**config.mk**
```make
export PLATFORM = sky130hd
export DESIGN_NAME = vp_regport
export DESIGN_NICKNAME = d
export VERILOG_FILES = /design/src/rtl/vp_regport_pkg.sv /design/src/rtl/vp_scroll_addr.sv /design/src/rtl/vp_read_port.sv /design/src/rtl/vp_vblank_nmi.sv /design/src/rtl/vp_regport.sv
export SDC_FILE = /design/constraint.sdc
export NUM_CORES = 1
export LEC_CHECK = 0
export BUFFER_PORTS_ARGS = -buffer_cell sky130_fd_sc_hd__buf_2
export CAP_MARGIN = 20
export CORE_AREA = 8 8 109 111
export CTS_BUF_LIST = sky130_fd_sc_hd__clkbuf_8
export DETAILED_ROUTE_END_ITERATION = 8
export DIE_AREA = 0 0 117 119
export PLACE_DENSITY = 0.76
export SLEW_MARGIN = 20
export SYNTH_ARGS = -nofsm -noshare
export SYNTH_HDL_FRONTEND = slang
export SYNTH_SLANG_ARGS = --single-unit
```
**constraint.sdc**
```tcl
create_clock -name clk -period 2.21 [get_ports clk]
set_clock_uncertainty 0.2 [all_clocks]
set_input_delay 0.1105 -clock clk [delete_from_list [all_inputs] [get_ports clk]]
set_output_delay 0.1105 -clock clk [all_outputs]
set_load 0.005 [all_outputs]
```
**src/rtl/vp_regport_pkg.sv**
```systemverilog
package vp_regport_pkg;
  localparam int unsigned DW  = 8;   // CPU data width
  localparam int unsigned VW  = 15;  // scroll/address register width
  localparam int unsigned MW  = 14;  // VRAM address width
  localparam int unsigned FXW = 3;   // fine X width
  localparam int unsigned SW  = 3;   // slot select width

  localparam logic [VW-1:0] WRAP_MASK = VW'((1 << MW) - 1);
  localparam logic [VW-1:0] STEP_NEAR = VW'(1);
  localparam logic [VW-1:0] STEP_FAR  = VW'(32);
  localparam logic [MW-1:0] BG_HIGH   = MW'(14'h1000);

  // control byte bit positions
  localparam int unsigned C_NT   = 0;
  localparam int unsigned C_STEP = 2;
  localparam int unsigned C_BG   = 4;
  localparam int unsigned C_IRQ  = 7;

  typedef enum logic [SW-1:0] {
    SLOT_CTRL = 3'd0,
    SLOT_MASK = 3'd1,
    SLOT_STAT = 3'd2,
    SLOT_SPRA = 3'd3,
    SLOT_SPRD = 3'd4,
    SLOT_SCRL = 3'd5,
    SLOT_ADDR = 3'd6,
    SLOT_DATA = 3'd7
  } slot_e;
endpackage

```
**src/rtl/vp_scroll_addr.sv**
```systemverilog
module vp_scroll_addr
  import vp_regport_pkg::*;
(
  input  logic          clk,
  input  logic          rst_n,
  input  logic          wr_ctrl,
  input  logic          wr_scrl,
  input  logic          wr_addr,
  input  logic          rd_stat,
  input  logic          bump,
  input  logic          step_far,
  input  logic [DW-1:0] wdata,
  output logic [VW-1:0] tmp_q,
  output logic [VW-1:0] cur_q,
  output logic [FXW-1:0] fx_q,
  output logic          tog_q
);
  logic [VW-1:0]  tmp_d, cur_d, step;
  logic [FXW-1:0] fx_d;
  logic           tog_d, en;

  assign step = step_far ? STEP_FAR : STEP_NEAR;
  assign en   = wr_ctrl | wr_scrl | wr_addr | rd_stat | bump;

  always_comb begin
    tmp_d = tmp_q;
    cur_d = cur_q;
    fx_d  = fx_q;
    tog_d = tog_q;
    if (wr_ctrl) tmp_d[11:10] = wdata[1:0];
    if (wr_scrl) begin
      if (!tog_q) begin
        tmp_d[4:0] = wdata[7:3];
        fx_d       = wdata[2:0];
      end else begin
        tmp_d[9:5]   = wdata[7:3];
        tmp_d[14:12] = wdata[2:0];
      end
      tog_d = ~tog_q;
    end
    if (wr_addr) begin
      if (!tog_q) begin
        tmp_d[14]   = 1'b0;
        tmp_d[13:8] = wdata[5:0];
      end else begin
        tmp_d[7:0] = wdata;
        cur_d      = {tmp_q[14:8], wdata};
      end
      tog_d = ~tog_q;
    end
    if (rd_stat) tog_d = 1'b0;
    if (bump) cur_d = (cur_q + step) & WRAP_MASK;
  end

  always_ff @(posedge clk or negedge rst_n) begin
    if (!rst_n) begin
      tmp_q <= '0;
      cur_q <= '0;
      fx_q  <= '0;
      tog_q <= 1'b0;
    end else if (en) begin
      tmp_q <= tmp_d;
      cur_q <= cur_d;
      fx_q  <= fx_d;
      tog_q <= tog_d;
    end
  end
endmodule

```
**src/rtl/vp_read_port.sv**
```systemverilog
module vp_read_port
  import vp_regport_pkg::*;
(
  input  logic          clk,
  input  logic          rst_n,
  input  logic          rd_en,
  input  logic [SW-1:0] sel,
  input  logic          palette,
  input  logic [DW-1:0] mem_rdata,
  input  logic [DW-1:0] ctrl_v,
  input  logic [DW-1:0] mask_v,
  input  logic [DW-1:0] spra_v,
  input  logic          vbl,
  output logic [DW-1:0] rdata_q
);
  logic [DW-1:0] buf_q, buf_d, rdata_d;
  logic          buf_en;

  assign buf_en = rd_en && (sel == SLOT_DATA);
  assign buf_d  = mem_rdata;

  always_comb begin
    unique case (slot_e'(sel))
      SLOT_CTRL: rdata_d = ctrl_v;
      SLOT_MASK: rdata_d = mask_v;
      SLOT_STAT: rdata_d = {vbl, {(DW-1){1'b0}}};
      SLOT_SPRA: rdata_d = spra_v;
      SLOT_DATA: rdata_d = palette ? mem_rdata : buf_q;
      default:   rdata_d = '0;
    endcase
  end

  always_ff @(posedge clk or negedge rst_n) begin
    if (!rst_n) rdata_q <= '0;
    else if (rd_en) rdata_q <= rdata_d;
  end

  always_ff @(posedge clk or negedge rst_n) begin
    if (!rst_n) buf_q <= '0;
    else if (buf_en) buf_q <= buf_d;
  end
endmodule

```
**src/rtl/vp_vblank_nmi.sv**
```systemverilog
module vp_vblank_nmi (
  input  logic clk,
  input  logic rst_n,
  input  logic vbl_begin,
  input  logic vbl_end,
  input  logic rd_stat,
  input  logic wr_ctrl,
  input  logic irq_en_old,
  input  logic irq_en_new,
  output logic vbl_q,
  output logic nmi_q
);
  logic vbl_d, nmi_d, vbl_en;

  assign vbl_en = vbl_begin | vbl_end | rd_stat;
  assign vbl_d  = vbl_begin;

  always_comb begin
    nmi_d = 1'b0;
    if (wr_ctrl && vbl_q && !irq_en_old && irq_en_new) nmi_d = 1'b1;
    if (vbl_begin && !vbl_q && irq_en_old)             nmi_d = 1'b1;
  end

  always_ff @(posedge clk or negedge rst_n) begin
    if (!rst_n) vbl_q <= 1'b0;
    else if (vbl_en) vbl_q <= vbl_d;
  end

  always_ff @(posedge clk or negedge rst_n) begin
    if (!rst_n) nmi_q <= 1'b0;
    else        nmi_q <= nmi_d;
  end
endmodule

```
**src/rtl/vp_regport.sv**
```systemverilog
module vp_regport
  import vp_regport_pkg::*;
(
  input  logic          clk,
  input  logic          rst_n,
  input  logic [2:0]    reg_sel,
  input  logic          reg_wr,
  input  logic          reg_rd,
  input  logic [7:0]    reg_wdata,
  output logic [7:0]    reg_rdata,
  input  logic          vblank_begin,
  input  logic          vblank_end,
  output logic          nmi_req,
  output logic          vram_rd,
  output logic          vram_wr,
  output logic [13:0]   vram_addr,
  output logic [7:0]    vram_wdata,
  input  logic [7:0]    vram_rdata,
  output logic [14:0]   cur_vaddr,
  output logic [14:0]   tmp_vaddr,
  output logic [2:0]    fine_x,
  output logic [13:0]   bg_base
);
  logic          wr_en, rd_en;
  logic          wr_ctrl, wr_mask, wr_scrl, wr_addr, wr_spra, wr_sprd, rd_stat;
  logic [DW-1:0] ctrl_q, ctrl_d, mask_q, spra_q, spra_d;
  logic          spra_en;
  logic          vbl_q, tog_q, palette;
  logic [VW-1:0] cur_q, tmp_q;

  // decode: a write takes the cycle, a coincident read is dropped
  assign wr_en   = reg_wr;
  assign rd_en   = reg_rd & ~reg_wr;
  assign wr_ctrl = wr_en && (reg_sel == SLOT_CTRL);
  assign wr_mask = wr_en && (reg_sel == SLOT_MASK);
  assign wr_spra = wr_en && (reg_sel == SLOT_SPRA);
  assign wr_sprd = wr_en && (reg_sel == SLOT_SPRD);
  assign wr_scrl = wr_en && (reg_sel == SLOT_SCRL);
  assign wr_addr = wr_en && (reg_sel == SLOT_ADDR);
  assign rd_stat = rd_en && (reg_sel == SLOT_STAT);

  assign vram_rd    = rd_en && (reg_sel == SLOT_DATA);
  assign vram_wr    = wr_en && (reg_sel == SLOT_DATA);
  assign vram_addr  = cur_q[MW-1:0];
  assign vram_wdata = reg_wdata;
  assign palette    = &cur_q[MW-1:8];

  assign ctrl_d  = reg_wdata;
  assign spra_en = wr_spra | wr_sprd;
  assign spra_d  = wr_spra ? reg_wdata : spra_q + DW'(1);

  always_ff @(posedge clk or negedge rst_n) begin
    if (!rst_n) ctrl_q <= '0;
    else if (wr_ctrl) ctrl_q <= ctrl_d;
  end

  always_ff @(posedge clk or negedge rst_n) begin
    if (!rst_n) mask_q <= '0;
    else if (wr_mask) mask_q <= reg_wdata;
  end

  always_ff @(posedge clk or negedge rst_n) begin
    if (!rst_n) spra_q <= '0;
    else if (spra_en) spra_q <= spra_d;
  end

  vp_scroll_addr u_addr (
    .clk      (clk),
    .rst_n    (rst_n),
    .wr_ctrl  (wr_ctrl),
    .wr_scrl  (wr_scrl),
    .wr_addr  (wr_addr),
    .rd_stat  (rd_stat),
    .bump     (vram_rd | vram_wr),
    .step_far (ctrl_q[C_STEP]),
    .wdata    (reg_wdata),
    .tmp_q    (tmp_q),
    .cur_q    (cur_q),
    .fx_q     (fine_x),
    .tog_q    (tog_q)
  );

  vp_read_port u_rd (
    .clk       (clk),
    .rst_n     (rst_n),
    .rd_en     (rd_en),
    .sel       (reg_sel),
    .palette   (palette),
    .mem_rdata (vram_rdata),
    .ctrl_v    (ctrl_q),
    .mask_v    (mask_q),
    .spra_v    (spra_q),
    .vbl       (vbl_q),
    .rdata_q   (reg_rdata)
  );

  vp_vblank_nmi u_nmi (
    .clk        (clk),
    .rst_n      (rst_n),
    .vbl_begin  (vblank_begin),
    .vbl_end    (vblank_end),
    .rd_stat    (rd_stat),
    .wr_ctrl    (wr_ctrl),
    .irq_en_old (ctrl_q[C_IRQ]),
    .irq_en_new (reg_wdata[C_IRQ]),
    .vbl_q      (vbl_q),
    .nmi_q      (nmi_req)
  );

  assign cur_vaddr = cur_q;
  assign tmp_vaddr = tmp_q;
  assign bg_base   = ctrl_q[C_BG] ? BG_HIGH : '0;
endmodule

```
* Yosys cells after proc, flatten, opt, wreduce, memory -nomap -nowiden
Cells that the tools add are included.
** Cells by class
- Eq/ne operators :: 7
- Mux-type cells :: 22
- $add $sub $neg :: 2
- Reduce and logical (&&, ||, !) cells :: 24
- Bitwise logic cells :: 11
** Operators with widths (count)
- two-way mux 15 bit :: 4
- one-hot mux 8 bit (5 select lines) :: 1
- two-way mux 8 bit :: 3
- adder 14 bit :: 1
- logical AND 1 bit :: 14
- two-way mux 13 bit :: 1
- equality test 3 bit, second input constant :: 4
- two-way mux 10 bit :: 1
- two-way mux 5 bit :: 2
- adder 8 x 1 -> 8 bit, second input constant :: 1
- OR 1 bit :: 8
- two-way mux 7 bit :: 1
- equality test 3 x 2 -> 1 bit, second input constant :: 2
- two-way mux 3 bit :: 2
- two-way mux 6 bit :: 1
- AND reduction 3 bit :: 2
- AND reduction 6 bit :: 1
- two-way mux 1 bit :: 5
- nonzero test 2 bit :: 2
- equality test 3 x 1 -> 1 bit, second input constant :: 1
- logical NOT 3 bit :: 1
- nonzero test 3 bit :: 1
- logical NOT 1 bit :: 2
- two-way mux 2 bit :: 1
- 3 further kinds :: 4
** Word-level totals
- Logic and storage cells :: 77
- Output and inout bits :: 80
- Input bits :: 25
- Flip-flop bits (word level) :: 76

* Depth between registers and ports, before layout
Gate-level depths: netlist (run 1).
- Word-level depth :: 7
- Depth in mapped cells :: 7
- Depth with buffers taken out :: 7

* Modules after synthesis
From an unflattened synthesis (run 1), not the netlist that was laid out.
** Unflattened totals
- Cell total of the unflattened synthesis :: 427
- Area total of the unflattened synthesis :: 4428.0 um^2
** By module, submodules not included
- vp_scroll_addr :: seq. area each 850.8 um^2, cells each 189, area each 1821.7 um^2, times used 1
- vp_regport :: seq. area each 600.6 um^2, cells each 142, area each 1491.4 um^2, times used 1
- vp_read_port :: seq. area each 400.4 um^2, cells each 89, area each 1031.0 um^2, times used 1
- vp_vblank_nmi :: seq. area each 50.0 um^2, cells each 7, area each 83.8 um^2, times used 1

* Worst setup path after synthesis (run 1)
No wires, ideal clock.
- Kind :: register -> register
- Start :: register u_addr.cur_q[5]
- End :: register u_addr.cur_q[6]
- Data required time :: 1.910 ns
- Arrival :: 1.489 ns
- Cell stages (with the launch flop) :: 6
- Buffers on the path :: 0
- Setup slack :: 0.421 ns
- Period minus slack after synthesis :: 1.789 ns
- Setup time :: 0.100 ns
- Path through :: dfrtp_1 > ha_1 > nand3_1 > o21bai_1 > a211oi_1 > a311oi_1
** On the way
- Cells in the longest elaborated chain, start to end :: 2
** Ends and longest elaborated chain
- start, declared :: line vp_scroll_addr.sv:14 : output logic [VW-1:0] cur_q,
- start signal, assigned :: line vp_scroll_addr.sv:63 : cur_q <= cur_d;
- adder 14 bit :: line vp_scroll_addr.sv:52 : if (bump) cur_d = (cur_q + step) & WRAP_MASK;
- two-way mux 15 bit :: line vp_scroll_addr.sv:52
No other way between the ends.
A chain may end at the register's enable or synchronous reset.

* Worst setup path in the final report (run 1)
- Start :: input reg_wr
- End :: register u_nmi.vbl_q
** On the way
- Cells in the longest elaborated chain, start to end :: 4
** Ends and longest elaborated chain
- start, declared :: line vp_regport.sv:7 : input logic reg_wr,
- inverter 1 bit :: line vp_regport.sv:33 : assign rd_en = reg_rd & ~reg_wr;
- AND 1 bit :: line vp_regport.sv:33
- logical AND 1 bit :: line vp_regport.sv:40 : assign rd_stat = rd_en && (reg_sel == SLOT_STAT);
- OR 1 bit :: line vp_vblank_nmi.sv:15 : assign vbl_en = vbl_begin | vbl_end | rd_stat;
- end signal, assigned :: line vp_vblank_nmi.sv:26 : else if (vbl_en) vbl_q <= vbl_d;
- end, declared :: line vp_vblank_nmi.sv:10 : output logic vbl_q,
No other way between the ends.

==> results of run 1 <==
area by class of cell:
cell class	instances	area (µm²)	share of cell area (%)
multi-input cells	282	1906	37.98
flip-flops and latches	76	1902	37.91
repair buffers	129	805.8	16.06
well taps	136	170.2	3.392
clock buffers	12	165.2	3.292
inverters	11	45.04	0.8978
clock inverters	4	23.77	0.4738
stage by stage:
step / instances / hold WS, ns / worst slack [ns] / utilization (%) / total power (µW)
6_report: 650 / 0.1207 / 0.1362 / 49.71 / 4542
5_1_grt: 650 / 0.1381 / 0.07218 / 49.71 / 4832
4_1_cts: 649 / 0.06761 / 0.006239 / 49.45 / 4565
3_5_place_dp: 612 / -0.01454 / 0.3188 / 45.50 / 3524
3_3_place_gp: 612 / -0.02597 / 0.3671 / 45.50 / 3468
2_1_floorplan: 426 / -0.3851 / 0.4215 / - / 2977
worst reg2reg max path, cell delays in order, from the launching register on:
cell	delay, ns
dfrtp_1	0.42
ha_1	0.34
nand3_1	0.12
o21bai_1	0.44
a311oi_1	0.17
a211oi_1	0.18
worst paths after layout:
| path | from | endpoint | slack [ns] | depth (start not counted) |
|---|---|---|---|---|
| setup / recovery | reg_wr | u_nmi.vbl_q | 0.14 | 7 |
| hold / removal | reg_rd | u_rd.rdata_q[7] | 0.12 | 5 |
| setup reg to reg | ctrl_q[2] | u_addr.cur_q[7] | 0.26 | 5 |
| hold reg to reg | u_rd.buf_q[1] | u_rd.buf_q[1] | 0.28 | 2 |
| max in group asynchronous | rst_n | u_addr.fx_q[1] | 1.35 | 3 |
| min in group asynchronous | rst_n | u_addr.cur_q[5] | 0.13 | 3 |
layout by cell type, fill, tap and decap left out, types with 4 or more instances in the layout:
| cell type | n |
|---|---|
| nand4_1 | 4 |
| a211oi_1 | 6 |
| a311oi_1 | 4 |
| clkbuf_8 | 12 |
| nand2_1 | 48 |
| dlygate4sd3_1 | 21 |
| o21ai_0 | 17 |
| nand3_1 | 9 |
| a21oi_1 | 12 |
| inv_1 | 11 |
| nor3_1 | 6 |
| a221o_1 | 10 |
| a22oi_1 | 7 |
| ha_1 | 4 |
| o2bb2ai_1 | 7 |
| and3_1 | 10 |
| mux2i_1 | 19 |
| nor2_1 | 25 |
| mux2_2 | 18 |
| o22ai_1 | 4 |
| buf_4 | 16 |
| nand2b_1 | 4 |
| and2_1 | 4 |
| dfrtp_1 | 76 |
| buf_2 | 91 |
| conb_1 | 13 |
sequential cells by signal (all words and copies together) (netlist names):
register,cells
u_addr.cur_q,15
u_addr.tmp_q,15
ctrl_q,8
mask_q,8
spra_q,8
u_rd.buf_q,8
u_rd.rdata_q,8
u_addr.fx_q,3
u_addr.tog_q,1
u_nmi.nmi_q,1
u_nmi.vbl_q,1
routing by layer:
metal	share of wire, %	vias to the layer above	global-route usage, %	wire [µm]
met1	38	1781	18.41	4461
met4	2.4	0	7.926	279
met3	8.6	25	5.306	1012
li1	-	1658	-	-
met5	0	-	0	0
met2	51	137	29.64	5977
where the power goes:
part	switching, µW	total [µW]	internal (µW)	leakage (µW)
combinational	678	1390	713	0.00135
clock	519	1010	494	0.0000958
sequential	374	2140	1770	0.000942
kinds of logic (layout without fill, tap and decap cells):
logic type | count (synthesis) | in the layout | share of synthesized area (%)
AO/OA/AOI/OAI | 93 | 93 | 16.45
XOR/XNOR | 2 | 2 | 0.4189
adder cells (fa/ha/maj) | 4 | 4 | 1.197
buffers and inverters | 68 | 156 | 10.41
flip-flops | 76 | 76 | 45.47
multiplexers | 37 | 37 | 9.393
other | 1 | 13 | 0.08965
AND/OR/NAND/NOR | 133 | 133 | 16.57
repair_timing:
item                                    in CTS  in global routing
endpoints found under the setup margin       0                  2
hold buffers                                21                  0
gates resized for setup                      0                  4
buffers inserted                             0                  1
hold endpoints to repair                   137                  0
==> reports/metrics.cfg, run 1 <==
[global_routing]
grt_start_max_net_pins = 77
grt_first_pass_wirelength_um = 18420
grt_pass1_vias = 3634
overflow = 0
grt_antenna_before_repair = 0
gr-usage-all-layers_pct = 17.07

[critical_path]
critPathMaxFanout = 12
highest_delay_cell_along_the_critical_path = dlygate4sd3_1
startpoint_type_of_the_worst_setup_path = input port
setup.worst_path.class = in -> reg
worst-path-buf-inv = 4
end_kind = register
timing.critical_path.cells = dlygate4sd3_1 > buf_2 > nand2b_4 > buf_4 > o311ai_2 > nand2b_1 > dlygate4sd3_1
worst_path_most_repeated_cell = dlygate4sd3_1
timing.critical_path.arrival_ns = 2.12
max_stage_delay_ns = 0.57
cpLargestDelayFamily = buffers and inverters
worst_path_required_time_ns = 2.25

[die]
design.die.area_um2 = 13920
core_um2 = 10090
die-width_um = 117
io_pins = 105
start_util_pct = 41.45
die_h_um = 119
num_rows = 37

[placed_design]
detailed_place_hpwl_um = 8491
placed_cell_area_um2 = 4592
port_buffers = 91
gp_congestion = 0.8438

[clock_network]
cts_root_buf = clkbuf_8
cts_inserted_buffers = 9
clock_tree.buffer_depth = 2
clock_insertion_delay_worst_skew_ns = 0.36
path_clk_slew_ns = 0.08
clock-sinks = 76
htree_num_levels = 3
cts_tree = built

[cells_and_area]
fillerInstances = 908
post-route-cell-area_um2 = 5017
num-nets-final = 538
drive_above_1_share_pct = 29.77
antenna_cells = 0
relative_area_change_from_synthesis_to_final_layout_pct = 19.95

[logic_synthesis]
yosysTopAreaCellShare_pct = 45.47
syn_area_per_cell_um2 = 10.10
synthFlopType = dfrtp_1
ys_ff_latch = 76
synthArstFlopShare_pct = 100.0
yosys_warnings = 0
synth_enable_flop_cells = 0
count_of_different_cell_masters_after_synthesis = 60
synthesis.instances = 414
ys_seq_area_share_pct = 45.47
yosys-top-cells-count = dfrtp_1, nand2_1, buf_4
netlist.top_cell.by_area = dfrtp_1
synth_area_leaders = dfrtp_1, buf_4, mux2_2
syn-cell-area_um2 = 4183
synth_most_common_cell = dfrtp_1

[timing]
fin_setup_tns_ns = 0
fmax_mhz = 482.2
report.final.hold_viol_count = 0
rsz0062_at_grt = false
max_slew_margin_pct = 60.44
layout_min_cycle_time_ns = 2.074
timing.final.crit_share_pct = 93.84
finalSetupViolCount = 0
timing.final.max_slew_violations = 0
worst_slew_pin_slew_ns = 0.5894

[routing]
drc = 0
via_count = 3601
finalWirelength_um = 11730
wl_per_cell_um = 18.05
first_iter_violations = 242
ant_nets = 0
vias_per_cell = 5.540
drt_pre_antenna_iters = 7

[pwr]
ir_drop_uv = 420.4
power.leakage_uw = 0.002389
power.density_cell_area_nw_per_um2 = 905.3

[min_path]
hold_path.class = in -> reg

[status]
run_status = complete, no violations

[flow_run]
maxCapViolations = 0

(Power assumes the default switching activity.)
==> run 2, diff against run 1 <==
--- a/config.mk
+++ b/config.mk
@@ -7,11 +7,11 @@
 export LEC_CHECK = 0
 export BUFFER_PORTS_ARGS = -buffer_cell sky130_fd_sc_hd__buf_2
 export CAP_MARGIN = 20
-export CORE_AREA = 8 8 109 111
+export CORE_AREA = 8 8 99 123
 export CTS_BUF_LIST = sky130_fd_sc_hd__clkbuf_8
 export DETAILED_ROUTE_END_ITERATION = 8
-export DIE_AREA = 0 0 117 119
-export PLACE_DENSITY = 0.76
+export DIE_AREA = 0 0 107 131
+export PLACE_DENSITY = 0.75
 export SLEW_MARGIN = 20
 export SYNTH_ARGS = -nofsm -noshare
 export SYNTH_HDL_FRONTEND = slang
==> reports/metrics.cfg, run 2 (synthesized netlist as in run 1, its figures left out) <==
[status]
run_status = complete, no violations

[critical_path]
startpoint_type_of_the_worst_setup_path = input port
end_kind = output pin
setup.worst_path.class = in -> out
minimum_setup_slack_among_reg_to_reg_paths_ns = 0.27  ; about the same
timing.critical_path.arrival_ns = 1.81  ; -0.31 ns
worst_path_required_time_ns = 1.90  ; -0.35 ns
critPathMaxFanout = 13  ; +1

[pwr]
clock_power_share_pct = 23.6  ; +1.3 points
switching_share_pct = 34.35  ; -0.23 points
internal_power_uw = 3013  ; +1.4%
power_frac_seq_pct = 46.9  ; -0.2 points
ir_drop_uv = 336.4  ; -20%
power.density_cell_area_nw_per_um2 = 921.6  ; +1.8%
power.leakage_uw = 0.002372  ; -0.72%
power_frac_comb_pct = 29.5  ; -1.1 points
power.switching_uw = 1577  ; +0.38%

[routing]
via_count = 3561  ; -1.1%
wl_per_cell_um = 18.40  ; +2.0%
drt_pre_antenna_iters = 7  ; unchanged
vias_per_cell = 5.547  ; +0.12%
ant_nets = 0  ; unchanged
drc = 0  ; unchanged
first_iter_violations = 202  ; -17%
finalWirelength_um = 11810  ; +0.70%

[clock_network]
path_clk_slew_ns = 0.08  ; about the same
clock_tree.buffer_depth = 2  ; unchanged
clock_insertion_delay_worst_skew_ns = 0.36  ; about the same
cts_tree = built
post-cts-setup-buffer-count = 0  ; unchanged
cts_inserted_buffers = 9  ; unchanged
htree_num_levels = 3  ; unchanged
cts_root_buf = clkbuf_8
clock-sinks = 76  ; unchanged

[global_routing]
grt_first_pass_wirelength_um = 18310  ; -0.60%
grt_antenna_before_repair = 0  ; unchanged
grt_pass1_vias = 3550  ; -2.3%
overflow = 0  ; unchanged
gr-usage-all-layers_pct = 16.82  ; -0.25 points
grt_start_max_net_pins = 40  ; -48%

[cells_and_area]
relative_area_change_from_synthesis_to_final_layout_pct = 19.05
layout_commonest_cell = buf_2
top_regs = u_addr.cur_q (15), u_addr.tmp_q (15)
fillerInstances = 964  ; +6.2%
antenna_cells = 0  ; unchanged
stdcell_count = 642  ; -1.2%
num-nets-final = 534  ; -0.74%
final_cell_mix = buf_2, dfrtp_1, nand2_1
drive_above_1_share_pct = 29.22  ; -0.55 points

[timing]
worst_slew_pin_slew_ns = 0.6234  ; +0.03398 ns
timing.final.crit_share_pct = 96.06  ; +2.2 points
fin_setup_tns_ns = 0  ; unchanged
finalSetupViolCount = 0  ; unchanged
max_slew_margin_pct = 58.16  ; -2.3 points
fmax_mhz = 471.1  ; -2.3%
holdWs_ns = 0.02391  ; -0.09675 ns
layout_min_cycle_time_ns = 2.123  ; +0.04907 ns
report.final.hold_viol_count = 0  ; unchanged
rsz0062_at_grt = false
timing.final.max_slew_violations = 0  ; unchanged

[die]
io_pins = 105  ; unchanged
start_util_pct = 40.40  ; -1.0 points
die-width_um = 107  ; -8.5%
num_rows = 42  ; +14%
design.die.area_um2 = 14020  ; +0.68%
die_h_um = 131  ; +10%
core_um2 = 10350  ; +2.6%

[placed_design]
detailed_place_hpwl_um = 8619  ; +1.5%
port_buffers = 91  ; unchanged
dp_cells = 606  ; -0.98%
gp_congestion = 0.8855  ; +4.9%

[flow_run]
maxCapViolations = 0  ; unchanged

[min_path]
hold_path.class = in -> reg

==> run 2: repair_timing <==
action / CTS / global route
hold endpoints to repair: 138 / 0
setup endpoints to repair: 0 / 2
hold buffers: 20 / 0
resized for setup: 0 / 3
==> run 2: routing by layer <==
layer	part of all wire, %	vias to the layer above	track usage, %	wire [µm]
met3	8.0	25	5.299	951
met4	2.2	0	7.386	263
met5	0	-	0	0
met2	51	166	29.24	6053
li1	-	1643	-	-
met1	38	1727	18.48	4545
==> run 2: metrics by stage <==
stage	util [%]	cell area, µm²	worst slack, ns	power (µW)
2_1_floorplan	-	4228	0.4215	2977
3_3_place_gp	44.19	4574	0.3405	3467
3_5_place_dp	44.19	4574	0.3032	3521
4_1_cts	48.04	4974	0.05887	4639
5_1_grt	48.10	4980	0.004125	4898
6_report	48.10	4980	0.08716	4590
==> run 2: worst paths after layout <==
path | start | end | cells past startpoint
worst max-delay path | reg_wr | vram_rd | 7
worst min-delay path | reg_sel[2] | u_addr.tog_q | 3
worst max register to register | ctrl_q[2] | u_addr.cur_q[12] | 8
worst min register to register | u_rd.buf_q[6] | u_rd.buf_q[6] | 2
max in group asynchronous | rst_n | u_rd.buf_q[7] | 3
min in group asynchronous | rst_n | u_addr.cur_q[13] | 2
==> run 2: critical path, stage by stage <==
cell	delay, ns
dlygate4sd3_1	0.52
clkbuf_4	0.21
nand2b_1	0.15
buf_4	0.20
nand2b_1	0.20
clkinvlp_4	0.22
buf_2	0.19
==> run 2: area by class of cell <==
class / count / area [µm²] / share of cell area, %
flip-flops and latches: 76 / 1902 / 38.19
well taps: 132 / 165.2 / 3.317
clock inverters: 6 / 61.31 / 1.231
clock buffers: 10 / 137.6 / 2.764
multi-input cells: 282 / 1891 / 37.96
repair buffers: 125 / 778.2 / 15.63
inverters: 11 / 45.04 / 0.9045
==> run 2: power groups by stage <==
stage	Combinational (µW)	Sequential, µW	Clock [µW]
global route	1510	2220	1160
floorplan	881	2100	0
finish	1350	2150	1080
global placement	1320	2140	0
CTS	1380	2150	1110
detailed placement	1350	2170	0
==> run 3, diff against run 2 <==
--- a/config.mk
+++ b/config.mk
@@ -7,12 +7,13 @@
 export LEC_CHECK = 0
 export BUFFER_PORTS_ARGS = -buffer_cell sky130_fd_sc_hd__buf_2
 export CAP_MARGIN = 20
-export CORE_AREA = 8 8 99 123
+export CORE_AREA = 8 8 101 126
 export CTS_BUF_LIST = sky130_fd_sc_hd__clkbuf_8
 export DETAILED_ROUTE_END_ITERATION = 8
-export DIE_AREA = 0 0 107 131
+export DIE_AREA = 0 0 109 134
 export PLACE_DENSITY = 0.75
 export SLEW_MARGIN = 20
 export SYNTH_ARGS = -nofsm -noshare
 export SYNTH_HDL_FRONTEND = slang
+export SYNTH_HIERARCHICAL = 1
 export SYNTH_SLANG_ARGS = --single-unit
==> reports/metrics.cfg, run 3 <==
[timing]
layout_min_cycle_time_ns = 2.111  ; -0.01179 ns
postLayoutSetupSlackWorst_ns = 0.09895  ; +0.01179 ns
fin_setup_tns_ns = 0  ; unchanged
worst_slew_pin_slew_ns = 0.6282  ; +0.004835 ns
timing.final.max_slew_violations = 0  ; unchanged
report.final.hold_viol_count = 0  ; unchanged
fmax_mhz = 473.7  ; +0.56%
timing.final.crit_share_pct = 95.52  ; -0.53 points
rsz0062_at_grt = false
finalSetupViolCount = 0  ; unchanged
max_slew_margin_pct = 57.99  ; -0.18 points

[clock_network]
cts_root_buf = clkbuf_8
htree_num_levels = 3  ; unchanged
clock-sinks = 76  ; unchanged
clock_insertion_delay_worst_skew_ns = 0.37  ; about the same
cts_tree = built
cts_inserted_buffers = 9  ; unchanged
clock_tree.buffer_depth = 2  ; unchanged
path_clk_slew_ns = 0.08  ; about the same

[critical_path]
end_kind = register
worst-path-buf-inv = 1  ; -4
highest_delay_cell_along_the_critical_path = dfrtp_1
startpoint_type_of_the_worst_setup_path = register
cpLargestDelayFamily = compound AO/OA/AOI/OAI gates
timing.critical_path.arrival_ns = 2.17  ; +0.36 ns
timing.critical_path.cells = inv_1 > ha_1 > ha_1 > and4_1 > a32o_2 > o21ba_1 > o221a_1
worst_path_most_repeated_cell = ha_1
worst_path_required_time_ns = 2.26  ; +0.36 ns
r2r_end = u_addr/cur_q[8]
critPathMaxFanout = 5  ; -8
timing.rr.start = ctrl_q[2]
timing.reg2reg.worst_path_depth = 7  ; -1
crit_path_start = ctrl_q[2]
minimum_setup_slack_among_reg_to_reg_paths_ns = 0.1  ; -0.17 ns
max_stage_delay_ns = 0.40  ; -0.12 ns
setup.worst_path.class = reg -> reg

[logic_synthesis]
yosysTopAreaCellShare_pct = 42.95  ; -2.5 points
yosys-top-cells-count = dfrtp_1, buf_4, mux2_2
syn_area_per_cell_um2 = 10.37  ; +2.6%
synth_area_leaders = dfrtp_1, buf_4, mux2_2
synth_most_common_cell = dfrtp_1
synthesis.instances = 427  ; +3.1%
count_of_different_cell_masters_after_synthesis = 67  ; +12%
ys_ff_latch = 76  ; unchanged
syn-cell-area_um2 = 4428  ; +5.9%
yosys_warnings = 6  ; +6
netlist.top_cell.by_area = dfrtp_1
synthArstFlopShare_pct = 100.0  ; unchanged
synthFlopType = dfrtp_1
ys_seq_area_share_pct = 42.95  ; -2.5 points
synth_enable_flop_cells = 0  ; unchanged

[die]
core_um2 = 10810  ; +4.5%
die_h_um = 134  ; +2.3%
die-width_um = 109  ; +1.9%
design.die.area_um2 = 14610  ; +4.2%
io_pins = 105  ; unchanged
start_util_pct = 40.95  ; +0.54 points
num_rows = 43  ; +2.4%

[placed_design]
detailed_place_hpwl_um = 8934  ; +3.7%
dp_cells = 620  ; +2.3%
dpl_worst_slack_ns = 0.1004  ; -0.2028 ns
port_buffers = 91  ; unchanged
gp_congestion = 0.9379  ; +5.9%

[global_routing]
grt_antenna_before_repair = 0  ; unchanged
gr-usage-all-layers_pct = 17.20  ; +0.37 points
grt_pass1_vias = 3714  ; +4.6%
overflow = 0  ; unchanged
grt_start_max_net_pins = 47  ; +18%
grt_first_pass_wirelength_um = 19560  ; +6.9%

[routing]
first_iter_violations = 317  ; +57%
via_count = 3657  ; +2.7%
wl_met1_um = 4887  ; +7.5%
met2_length_um = 6279  ; +3.7%
finalWirelength_um = 12310  ; +4.2%
drt_pre_antenna_iters = 4  ; -3
drc = 0  ; unchanged
highest-signal-layer = met4
ant_nets = 0  ; unchanged
vias_per_cell = 5.549  ; about the same
wl_per_cell_um = 18.68  ; +1.5%
routed-wl-met3_um = 720  ; -24%

[pwr]
finalPower_uw = 5035  ; +9.7%
power.density_cell_area_nw_per_um2 = 965.7  ; +4.8%
power.leakage_uw = 0.002316  ; -2.4%
ir_drop_uv = 378.8  ; +13%

[cells_and_area]
relative_area_change_from_synthesis_to_final_layout_pct = 17.75
num-nets-final = 548  ; +2.6%
layout_commonest_cell = buf_2
drive_above_1_share_pct = 30.53  ; +1.3 points
stdcell_count = 659  ; +2.6%
final_cell_mix = buf_2, dfrtp_1, mux2_2
top_regs = u_addr/cur_q (15), u_addr/tmp_q (15)
antenna_cells = 0  ; unchanged
fraction_of_the_core_area_covered_by_cells_at_the_end_of_the_flow_pct = 48.21  ; +0.11 points

[min_path]
hold_path.class = in -> async

[flow_run]
maxCapViolations = 0  ; unchanged

[status]
run_status = complete, no violations

==> run 3: cell count changes after synthesis, moves of 7 or more <==
| cell | before | now |
|---|---|---|
| o211ai_1 | 1 | 8 |
| a221o_1 | 10 | 2 |
| o2bb2ai_1 | 7 | 0 |
| nand2b_1 | 5 | 13 |
| mux2_2 | 18 | 25 |
| nand3_1 | 9 | 20 |
| nand2_1 | 48 | 21 |
==> run 3: area by class of cell <==
type,count,area (µm²)
Timing Repair Buffer,125,780.7
Tap cell,135,168.9
Clock inverter,6,63.81
Inverter,13,48.80
Clock buffer,10,137.6
Multi-Input combinational cell,294,2112
Sequential cell,76,1902
Fill cell,1015,5600
==> run 3: what timing repair did <==
| action | in CTS | in global routing |
|---|---|---|
| setup buffers | 0 | 1 |
| endpoints found under the hold margin | 117 | 0 |
| endpoints found under the setup margin | 0 | 1 |
| hold buffers | 22 | 0 |
| resized for setup | 0 | 0 |
==> run 3: metal layers <==
layer / vias to the layer above / GRT usage, %
met1: 1800 / 20.18
met4: 0 / 8.314
met2: 127 / 28.92
met3: 25 / 3.505
li1: 1705 / -
met5: - / 0
==> run 3: per-stage QoR <==
stage               cell area [µm²]  hold slack, ns
floorplan                      4473         -0.3851
global placement               4785        -0.04943
detailed placement             4785        -0.04625
CTS                            5206         0.06072
global route                   5214         0.07271
finish                         5214         0.07725
==> run 3: how the worst max path moves through the flow <==
stage	depth (start not counted)	slack (ns)	endpoint
CTS	7	0.1	u_addr/cur_q[8]
global route	7	0.01	u_addr/cur_q[10]
finish	7	0.1	u_addr/cur_q[8]
detailed placement	7	0.10	u_addr/cur_q[8]
global placement	7	0.20	u_addr/cur_q[8]
floorplan	7	0.25	u_addr/cur_q[8]
==> run 3: logic make-up after synthesis <==
family / count (synthesis) / synth area share, %
flops: 76 / 42.95
fa+ha+maj: 4 / 1.130
mux: 53 / 12.83
compound gates: 100 / 16.42
buf+inv: 69 / 10.37
simple gates: 123 / 16.02
xor+xnor: 1 / 0.1978
other cells: 1 / 0.08469
==> run 3: report_power, final <==
group          switching, µW  internal, µW
sequential               462          1810
combinational            818           857
clock                    540           552
